**src/rtl/ext_disp_pkg.sv**
```systemverilog
package ext_disp_pkg;
   localparam int HW_W     = 16;
   localparam int DISP_W   = 32;
   localparam int LEN_W    = 2;
   localparam int SUB_W    = 2;
   localparam int LOW_BITS = 12;

   localparam int FORM_BIT = 15;
   localparam int SIGN_BIT = 14;
   localparam int SUB_LSB  = 12;

   localparam logic [LEN_W-1:0] LEN_SHORT = 2'd2;
   localparam logic [LEN_W-1:0] LEN_LONG  = 2'd3;

   typedef enum logic [1:0] {
      ST_IDLE  = 2'd0,
      ST_WAIT1 = 2'd1,
      ST_WAIT2 = 2'd2
   } dec_state_e;

   typedef struct packed {
      logic                is_long;
      logic                neg;
      logic [SUB_W-1:0]    sub;
      logic [LOW_BITS-1:0] low;
   } ext_fields_t;
endpackage

```
**src/rtl/ext_disp_fields.sv**
```systemverilog
module ext_disp_fields
   import ext_disp_pkg::*;
(
   input  logic [HW_W-1:0] hw_i,
   output ext_fields_t     fields_o
);
   always_comb begin
      fields_o.is_long = hw_i[FORM_BIT];
      fields_o.neg     = hw_i[SIGN_BIT];
      fields_o.sub     = hw_i[SUB_LSB +: SUB_W];
      fields_o.low     = hw_i[LOW_BITS-1:0];
   end
endmodule

```
**src/rtl/ext_disp_assemble.sv**
```systemverilog
module ext_disp_assemble
   import ext_disp_pkg::*;
#(
   parameter int OUT_W   = DISP_W,
   parameter int LONG_HI = 28
) (
   input  ext_fields_t      fields_i,
   input  logic [HW_W-1:0]  second_i,
   output logic [OUT_W-1:0] disp_o
);
   localparam int LONG_LO = HW_W;

   if (OUT_W < LONG_HI) begin : g_bad_width
      $error("ext_disp_assemble: OUT_W too small for long form");
   end
   if (LONG_HI - LONG_LO != LOW_BITS) begin : g_bad_split
      $error("ext_disp_assemble: long-form field split inconsistent");
   end

   logic [OUT_W-1:0] short_v;
   logic [OUT_W-1:0] long_v;

   for (genvar b = 0; b < OUT_W; b++) begin : g_bit
      if (b < LOW_BITS) begin : g_s_low
         assign short_v[b] = fields_i.low[b];
      end else begin : g_s_fill
         assign short_v[b] = fields_i.neg;
      end

      if (b < LONG_LO) begin : g_l_sec
         assign long_v[b] = second_i[b];
      end else if (b < LONG_HI) begin : g_l_mid
         assign long_v[b] = fields_i.low[b-LONG_LO];
      end else begin : g_l_fill
         assign long_v[b] = fields_i.neg;
      end
   end

   assign disp_o = fields_i.is_long ? long_v : short_v;
endmodule

```
**src/rtl/ext_disp_fetch_ptr.sv**
```systemverilog
module ext_disp_fetch_ptr #(
   parameter int ADDR_W     = 32,
   parameter int STEP_BYTES = 2
) (
   input  logic              clk,
   input  logic              rst,
   input  logic              load_i,
   input  logic [ADDR_W-1:0] base_i,
   input  logic              adv_i,
   output logic [ADDR_W-1:0] ptr_o
);
   localparam logic [ADDR_W-1:0] STEP_V = ADDR_W'(STEP_BYTES);

   if (STEP_BYTES < 1) begin : g_bad_step
      $error("ext_disp_fetch_ptr: STEP_BYTES must be positive");
   end

   always_ff @(posedge clk) begin
      if (rst)         ptr_o <= '0;
      else if (load_i) ptr_o <= base_i;
      else if (adv_i)  ptr_o <= ptr_o + STEP_V;
   end
endmodule

```
**src/rtl/ext_disp_decoder.sv**
```systemverilog
module ext_disp_decoder
   import ext_disp_pkg::*;
#(
   parameter int ADDR_W = 32
) (
   input  logic                clk,
   input  logic                rst,
   input  logic                start_i,
   input  logic [ADDR_W-1:0]   fetch_ptr_i,
   input  logic                hw_valid_i,
   input  logic [HW_W-1:0]     hw_data_i,
   output logic                hw_ready_o,
   output logic                busy_o,
   output logic                done_o,
   output logic [DISP_W-1:0]   disp_o,
   output logic [SUB_W-1:0]    subtype_o,
   output logic [LEN_W-1:0]    len_o,
   output logic [ADDR_W-1:0]   fetch_ptr_o
);
   localparam int STEP_BYTES = HW_W / 8;

   if (ADDR_W < 4) begin : g_bad_addr
      $error("ext_disp_decoder: ADDR_W must be at least 4");
   end

   dec_state_e        state_q;
   logic [HW_W-1:0]   first_q;
   logic [HW_W-1:0]   first_sel;
   ext_fields_t       fields;
   logic [DISP_W-1:0] disp_next;
   logic              accept;
   logic              start_go;
   logic              finish;

   assign hw_ready_o = (state_q != ST_IDLE);
   assign busy_o     = hw_ready_o;
   assign accept     = hw_valid_i && hw_ready_o;
   assign start_go   = start_i && (state_q == ST_IDLE);
   assign first_sel  = (state_q == ST_WAIT2) ? first_q : hw_data_i;
   assign finish     = accept && ((state_q == ST_WAIT2) ||
                                  (state_q == ST_WAIT1 && !fields.is_long));

   ext_disp_fields u_fields (
      .hw_i     (first_sel),
      .fields_o (fields)
   );

   ext_disp_assemble #(.OUT_W(DISP_W)) u_asm (
      .fields_i (fields),
      .second_i (hw_data_i),
      .disp_o   (disp_next)
   );

   ext_disp_fetch_ptr #(.ADDR_W(ADDR_W), .STEP_BYTES(STEP_BYTES)) u_ptr (
      .clk    (clk),
      .rst    (rst),
      .load_i (start_go),
      .base_i (fetch_ptr_i),
      .adv_i  (accept),
      .ptr_o  (fetch_ptr_o)
   );

   always_ff @(posedge clk) begin
      if (rst) begin
         state_q <= ST_IDLE;
         first_q <= '0;
      end else begin
         unique case (state_q)
            ST_IDLE:  if (start_go) state_q <= ST_WAIT1;
            ST_WAIT1: if (accept) begin
                         first_q <= hw_data_i;
                         state_q <= fields.is_long ? ST_WAIT2 : ST_IDLE;
                      end
            ST_WAIT2: if (accept) state_q <= ST_IDLE;
            default:  state_q <= ST_IDLE;
         endcase
      end
   end

   always_ff @(posedge clk) begin
      if (rst) begin
         done_o    <= 1'b0;
         disp_o    <= '0;
         subtype_o <= '0;
         len_o     <= '0;
      end else begin
         done_o <= finish;
         if (finish) begin
            disp_o    <= disp_next;
            subtype_o <= fields.sub;
            len_o     <= fields.is_long ? LEN_LONG : LEN_SHORT;
         end
      end
   end
endmodule

```
**config.mk**
```make
export PLATFORM = sky130hd
export DESIGN_NAME = ext_disp_decoder
export DESIGN_NICKNAME = d
export VERILOG_FILES = /design/src/rtl/ext_disp_pkg.sv /design/src/rtl/ext_disp_fields.sv /design/src/rtl/ext_disp_assemble.sv /design/src/rtl/ext_disp_fetch_ptr.sv /design/src/rtl/ext_disp_decoder.sv
export SDC_FILE = /design/constraint.sdc
export NUM_CORES = 1
export LEC_CHECK = 0
export BUFFER_PORTS_ARGS = -buffer_cell sky130_fd_sc_hd__buf_2
export CORE_MARGIN = 5
export CORE_UTILIZATION = 40
export DETAILED_ROUTE_END_ITERATION = 7
export PLACE_DENSITY_LB_ADDON = 0.25
export SYNTH_ARGS = -nofsm -noshare
export SYNTH_HDL_FRONTEND = slang
export SYNTH_SLANG_ARGS = --single-unit
```
**constraint.sdc**
```tcl
create_clock -name clk -period 2.8 [get_ports clk]
set_clock_uncertainty 0.15 [all_clocks]
set_input_delay 0.28 -clock clk [delete_from_list [all_inputs] [get_ports clk]]
set_output_delay 0.28 -clock clk [all_outputs]
set_load 0.01 [all_outputs]
```
==> impl_metrics.py, run 1 <==
metrics = {
    "floorplanning": {
        "rows": 36,
        "io_pins": 123,
        "core_sq_um": 9684,
        "start_util": 0.4054,
        "die_area_sq_um": 11900,
        "fp.dieH_microns": 109.1,
        "die_x_microns": 109.1,
    },
    "synthesis": {
        "synth_seq_area_share": 0.4283,
        "synth_top_area_share": 0.4283,
        "ys_async_sr_fraction": 0,
        "synth_nets": 510,
        "yosysTopAreaCell": "dfxtp_1",
        "netlist_area_sq_um": 3926,
        "ys_seq_elements": 84,
        "netlist_instances": 457,
        "synth_area_leaders": "dfxtp_1, nor2_1, a211oi_1, nand2_1, mux2i_1",
        "yosysWarnings": 0,
        "synth_cell_types": 51,
        "synth_edf_count": 0,
        "synth_flop_cell": "dfxtp_1",
        "avgSynthCellArea_sq_um": 8.591,
    },
    "sta": {
        "post-route-min-period_ns": 2.512,
        "fmax_ghz": 0.3981,
        "fin_tns_setup_ns": 0,
        "hold_violations": 0,
        "rsz0062_at_grt": "false",
        "worst_slew_pin_slew_ns": 0.9482,
        "slew_violations": 0,
        "fin_crit_sh": 0.8971,
        "whs_ns": 0.01397,
        "setup_viol": 0,
        "finalWorstSetupSlack_ns": 0.2882,
        "maxSlewHeadroom": 0.3655,
    },
    "clock_network": {
        "clock_latency_ns": 0.36,
        "cts.sinks": 84,
        "clk_path_buf_depth": 2,
        "cts-htree-levels": 3,
        "clock-root-buffer": "clkbuf_8",
        "clk_pin_slew_ns": 0.10,
        "cts_tree": "done",
        "cts_buffers": 9,
        "post_cts_buffers": 0,
    },
    "worst_setup_path": {
        "cpPeakStageDelay_ns": 0.85,
        "arrival_ns": 2.63,
        "rr_endpoint": "u_ptr.ptr_o[15]$_SDFFE_PP0P_",
        "end_kind": "flip-flop",
        "path_cells": "nand4_2 > or4_1 > or3_2 > a311oi_1",
        "worstPathMaxFanout": 18,
        "worstPathRequired_ns": 2.92,
        "critical_path_class": "reg -> reg",
        "rr_startpoint": "u_ptr.ptr_o[8]$_SDFFE_PP0P_",
        "startpoint_type": "flip-flop",
        "reg2regPathDepth": 4,
        "r2r_setup_slack_ns": 0.29,
        "worst_path_max_delay_cell": "or4_1",
    },
    "placed_design": {
        "io_buffer_count": 122,
        "place_area_sq_um": 4637,
        "gp_congestion": 0.8165,
        "dp_hpwl_mm": 8.000,
        "dp.cells": 687,
        "dpl_worst_slack_ns": 0.3190,
    },
    "status": {
        "status": "complete, no violations",
    },
    "drt": {
        "ant_nets": 0,
        "post_drt_wl_per_cell_microns": 15.81,
        "wl_mm": 11.25,
        "vias": 3853,
        "vias_per_cell": 5.412,
        "drt_iter0_drc": 174,
        "drc": 0,
        "drtPass1Iterations": 5,
    },
    "layout": {
        "layout_commonest_cell": "buf_2",
        "fillers": 929,
        "layout_common_cells": "buf_2, dfxtp_1, nor2_1",
        "instances_no_fill": 712,
        "antenna_cells": 0,
        "fin_util": 0.5090,
        "layout.area.seq_sq_um": 1682,
        "syn2layout_area_growth_pct": 25.56,
        "drive_above_1_share": 0.2936,
        "design_area_sq_um": 4930,
        "layout.nets": 627,
        "multi_input_area_sq_um": 2058,
    },
    "min_path": {
        "hold_class": "in -> reg",
        "hold_path_depth": 3,
        "hold_end": "first_q[2]$_SDFFE_PP0P_",
        "holdCritStartpoint": "hw_data_i[2]",
    },
    "global_route": {
        "grt_pass1_vias": 3744,
        "grt_pass1_wl_mm": 18.51,
        "grt_max_degree": 39,
        "grt_antenna_before_repair": 0,
        "grt_overflow": 0,
        "track_usage": 0.1958,
    },
    "pwr": {
        "p_leak_nw": 1.970,
        "power_density_nw_per_um2": 532.2,
        "irDropWorstVdd_mv": 0.2890,
        "power_mw": 2.624,
    },
    "flow_run": {
        "maxCapViolCount": 0,
    },
}
-- registers in the layout, summed over array words and instances, names as in the netlist --
register,count
u_ptr.ptr_o,32
subtype_o,2
len_o,2
first_q,16
disp_o,29
state_q,2
done_o,1
-- cells by family after synthesis --
logic type               share of synthesized area
multiplexers                               0.04621
AO/OA/AOI/OAI                               0.2027
adder cells (fa/ha/maj)                   0.003186
flip-flops                                  0.4283
buffers and inverters                      0.04876
XOR/XNOR                                   0.02231
AND/OR/NAND/NOR                             0.2486
-- final cells by class --
type / instances / share of cell area
multi-input combinational: 330 / 0.4175
sequential: 84 / 0.3411
tap: 133 / 0.03376
inverter: 4 / 0.003046
clock buffer: 9 / 0.02513
clock inverter: 7 / 0.01599
timing repair buffer: 145 / 0.1635
-- how the worst max path moves through the flow --
| stage | startpoint | to | cells past startpoint |
|---|---|---|---|
| floorplan | u_ptr.ptr_o[9]$_SDFFE_PP0P_ | u_ptr.ptr_o[21]$_SDFFE_PP0P_ | 5 |
| global placement | hw_valid_i | u_ptr.ptr_o[21]$_SDFFE_PP0P_ | 5 |
| detailed placement | u_ptr.ptr_o[8]$_SDFFE_PP0P_ | u_ptr.ptr_o[21]$_SDFFE_PP0P_ | 4 |
| CTS | u_ptr.ptr_o[8]$_SDFFE_PP0P_ | u_ptr.ptr_o[21]$_SDFFE_PP0P_ | 4 |
| global route | u_ptr.ptr_o[8]$_SDFFE_PP0P_ | u_ptr.ptr_o[15]$_SDFFE_PP0P_ | 4 |
| finish | u_ptr.ptr_o[8]$_SDFFE_PP0P_ | u_ptr.ptr_o[15]$_SDFFE_PP0P_ | 4 |
-- critical path: cells and delay by family (launching register included) --
family / cells / cell delay (ns)
AND/OR/NAND/NOR: 3 / 1.52
flip-flops: 1 / 0.47
AO/OA/AOI/OAI: 1 / 0.27
-- cell usage after synthesis, types with 4 or more instances --
master    number
dfxtp_1       84
nor2_1        58
nand2_1       55
a211oi_1      28
clkbuf_1      24
a21oi_1       23
mux2i_1       17
a221o_1       13
nor4_1        13
a311oi_1      10
nand3_1       10
nand4_1        9
or4_1          9
and4_1         8
o21ai_0        7
o31ai_1        7
xor2_1         7
buf_2          6
or3_1          5
and3_1         4
buf_1          4
buf_4          4
inv_1          4
nor3_1         4
or3_2          4
-- layer usage --
layer	part of all wire	GRT usage
met2	0.46	0.3092
met4	0.0094	0.06312
met3	0.060	0.05033
met5	0	0
met1	0.47	0.2610
-- power by group --
| group | internal, mW | leakage, nW | switching (mW) |
|---|---|---|---|
| Combinational | 0.172 | 1.18 | 0.220 |
| Clock | 0.358 | 0.104 | 0.528 |
| Sequential | 1.27 | 0.687 | 0.0790 |
| Total | 1.80 | 1.97 | 0.827 |
-- timing repair --
item / in CTS / in global routing
hold endpoints to repair: 9 / 0
hold buffers: 9 / 0
resized for setup: 0 / 0
Power figures use the tool's default switching activity.
==> inputs of run 2 (changes only) <==
--- a/config.mk
+++ b/config.mk
@@ -7,7 +7,7 @@
 export LEC_CHECK = 0
 export BUFFER_PORTS_ARGS = -buffer_cell sky130_fd_sc_hd__buf_2
 export CORE_MARGIN = 5
-export CORE_UTILIZATION = 40
+export CORE_UTILIZATION = 29
 export DETAILED_ROUTE_END_ITERATION = 7
 export PLACE_DENSITY_LB_ADDON = 0.25
 export SYNTH_ARGS = -nofsm -noshare
==> run 2 against run 1 <==
Net effect: final cell count up 5.1%; maximum frequency increased by 0.49%; core utilization decreased by 13 points; routed wire length is 8.9% higher; power increased by 17%; global-route usage fell by 4.5 points; die area is 34% higher; first-iteration DRC count grew 12%; largest power group unchanged; combinational power about the same; critical endpoint is now u_ptr.ptr_o[21]$_SDFFE_PP0P_.
==> impl_metrics.py, run 2 (synthesized netlist as in run 1, its figures left out) <==
metrics = {
    "clock_network": {
        "ctsResizeCount": 0,
        "clock-root-buffer": "clkbuf_16",
        "cts.sinks": 84,
        "holdBufCountCts": 0,
        "cts-htree-levels": 3,
        "cts_buffers": 9,
        "clk_path_buf_depth": 2,
        "clock_latency_ns": 0.34,
        "post_cts_buffers": 0,
        "clk_pin_slew_ns": 0.07,
        "cts_tree": "done",
    },
    "pwr": {
        "pwr-share-comb": 0.127,
        "power_density_nw_per_um2": 610.1,
        "clock_power_share": 0.435,
        "p_leak_nw": 1.993,
        "switchingPower_mw": 0.8229,
        "p_int_mw": 2.248,
        "p_seq_frac": 0.438,
        "power_mw": 3.071,
        "irDropWorstVdd_mv": 0.2819,
        "switching_share": 0.2680,
    },
    "global_route": {
        "grt_pass1_vias": 3675,
        "grt_max_degree": 35,
        "grt_antenna_before_repair": 1,
        "track_usage": 0.1509,
        "grt_overflow": 0,
        "grt_pass1_wl_mm": 19.42,
    },
    "layout": {
        "largest_reg_flops": 32,
        "instances_no_fill": 748,
        "top_register": "u_ptr.ptr_o",
        "drive_above_1_share": 0.2995,
        "fillers": 1394,
        "top_regs": "u_ptr.ptr_o (32), disp_o (29), first_q (16)",
        "syn2layout_area_growth_pct": 28.20,
        "layout.nets": 619,
        "design_area_sq_um": 5034,
        "layout_commonest_cell": "buf_2",
        "layout_common_cells": "buf_2, dfxtp_1, nor2_1",
    },
    "placed_design": {
        "place_area_sq_um": 4698,
        "io_buffer_count": 122,
        "dpl_worst_slack_ns": 0.3314,
        "dp_hpwl_mm": 8.765,
        "dp.cells": 731,
        "gp_congestion": 0.7725,
    },
    "floorplanning": {
        "io_pins": 123,
        "fp.dieH_microns": 126.4,
        "start_util": 0.2965,
        "die_x_microns": 126.4,
        "rows": 42,
        "die_area_sq_um": 15970,
        "core_sq_um": 13240,
    },
    "drt": {
        "vias": 3806,
        "wl_mm": 12.26,
        "ant_nets": 0,
        "post_drt_wl_per_cell_microns": 16.39,
        "drt_iter0_drc": 195,
        "vias_per_cell": 5.088,
        "drc": 0,
        "drtPass1Iterations": 4,
    },
    "sta": {
        "rsz0062_at_grt": "false",
        "maxSlewHeadroom": 0.3154,
        "finalWorstSetupSlack_ns": 0.3004,
        "post-route-min-period_ns": 2.500,
        "fin_crit_sh": 0.8927,
        "fmax_ghz": 0.4001,
        "setup_viol": 0,
        "slew_violations": 0,
        "fin_tns_setup_ns": 0,
        "hold_violations": 0,
        "worst_slew_pin_slew_ns": 1.023,
    },
    "worst_setup_path": {
        "worstPathMaxFanout": 18,
        "startpoint_type": "flip-flop",
        "critical_path_class": "reg -> reg",
        "arrival_ns": 2.58,
        "r2r_setup_slack_ns": 0.30,
        "worstPathRequired_ns": 2.88,
        "end_kind": "flip-flop",
    },
    "flow_run": {
        "maxCapViolCount": 0,
    },
    "status": {
        "status": "complete, no violations",
    },
    "min_path": {
        "hold_class": "in -> reg",
    },
}
[run 2: worst paths after layout]
| check | from | to | cells after the start |
|---|---|---|---|
| worst max-delay path | u_ptr.ptr_o[8]$_SDFFE_PP0P_ | u_ptr.ptr_o[21]$_SDFFE_PP0P_ | 4 |
| worst min register to register | u_ptr.ptr_o[0]$_SDFFE_PP0P_ | u_ptr.ptr_o[0]$_SDFFE_PP0P_ | 2 |
| worst min-delay path | fetch_ptr_i[0] | u_ptr.ptr_o[0]$_SDFFE_PP0P_ | 3 |
| worst max register to register | u_ptr.ptr_o[8]$_SDFFE_PP0P_ | u_ptr.ptr_o[21]$_SDFFE_PP0P_ | 4 |
[run 2: cell type report]
type | count | area [sq um] | share of cell area
Tap cell | 176 | 220.2 | 0.04375
Sequential cell | 84 | 1682 | 0.3341
Clock buffer | 10 | 239.0 | 0.04748
Multi-Input combinational cell | 330 | 2058 | 0.4089
Clock inverter | 6 | 93.84 | 0.01864
Inverter | 4 | 15.01 | 0.002983
Antenna cell | 1 | 2.502 | 0.0004971
Timing Repair Buffer | 137 | 723.2 | 0.1437
[run 2: layer usage]
metal | routed length [microns] | GRT usage | vias to the layer above
met5 | 0 | 0 | -
met4 | 248 | 0.06562 | 0
met3 | 623 | 0.03741 | 17
met2 | 5771 | 0.2419 | 100
met1 | 5614 | 0.1927 | 1773
li1 | - | - | 1916
[run 2: stage by stage]
stage	hold WS (ns)	utilization
after floorplan	0.2660	-
after global placement	0.2919	0.3548
after detailed placement	0.2970	0.3548
after CTS	0.005253	0.3799
after global routing	0.03242	0.3801
final	0.02143	0.3801
[run 2: power by group through the flow]
| stage | Clock [mW] | Sequential (mW) | Combinational (mW) |
|---|---|---|---|
| after CTS | 1.36 | 1.34 | 0.395 |
| after detailed placement | 0 | 1.37 | 0.393 |
| after floorplan | 0 | 1.38 | 0.203 |
| after global routing | 1.42 | 1.36 | 0.435 |
| after global placement | 0 | 1.37 | 0.388 |
| final | 1.34 | 1.35 | 0.390 |
[run 2: critical path, stage by stage (launching register included)]
cell	delay [ns]
dfxtp_1	0.45
nand4_2	0.15
or4_1	0.86
or3_1	0.46
a2111oi_1	0.32
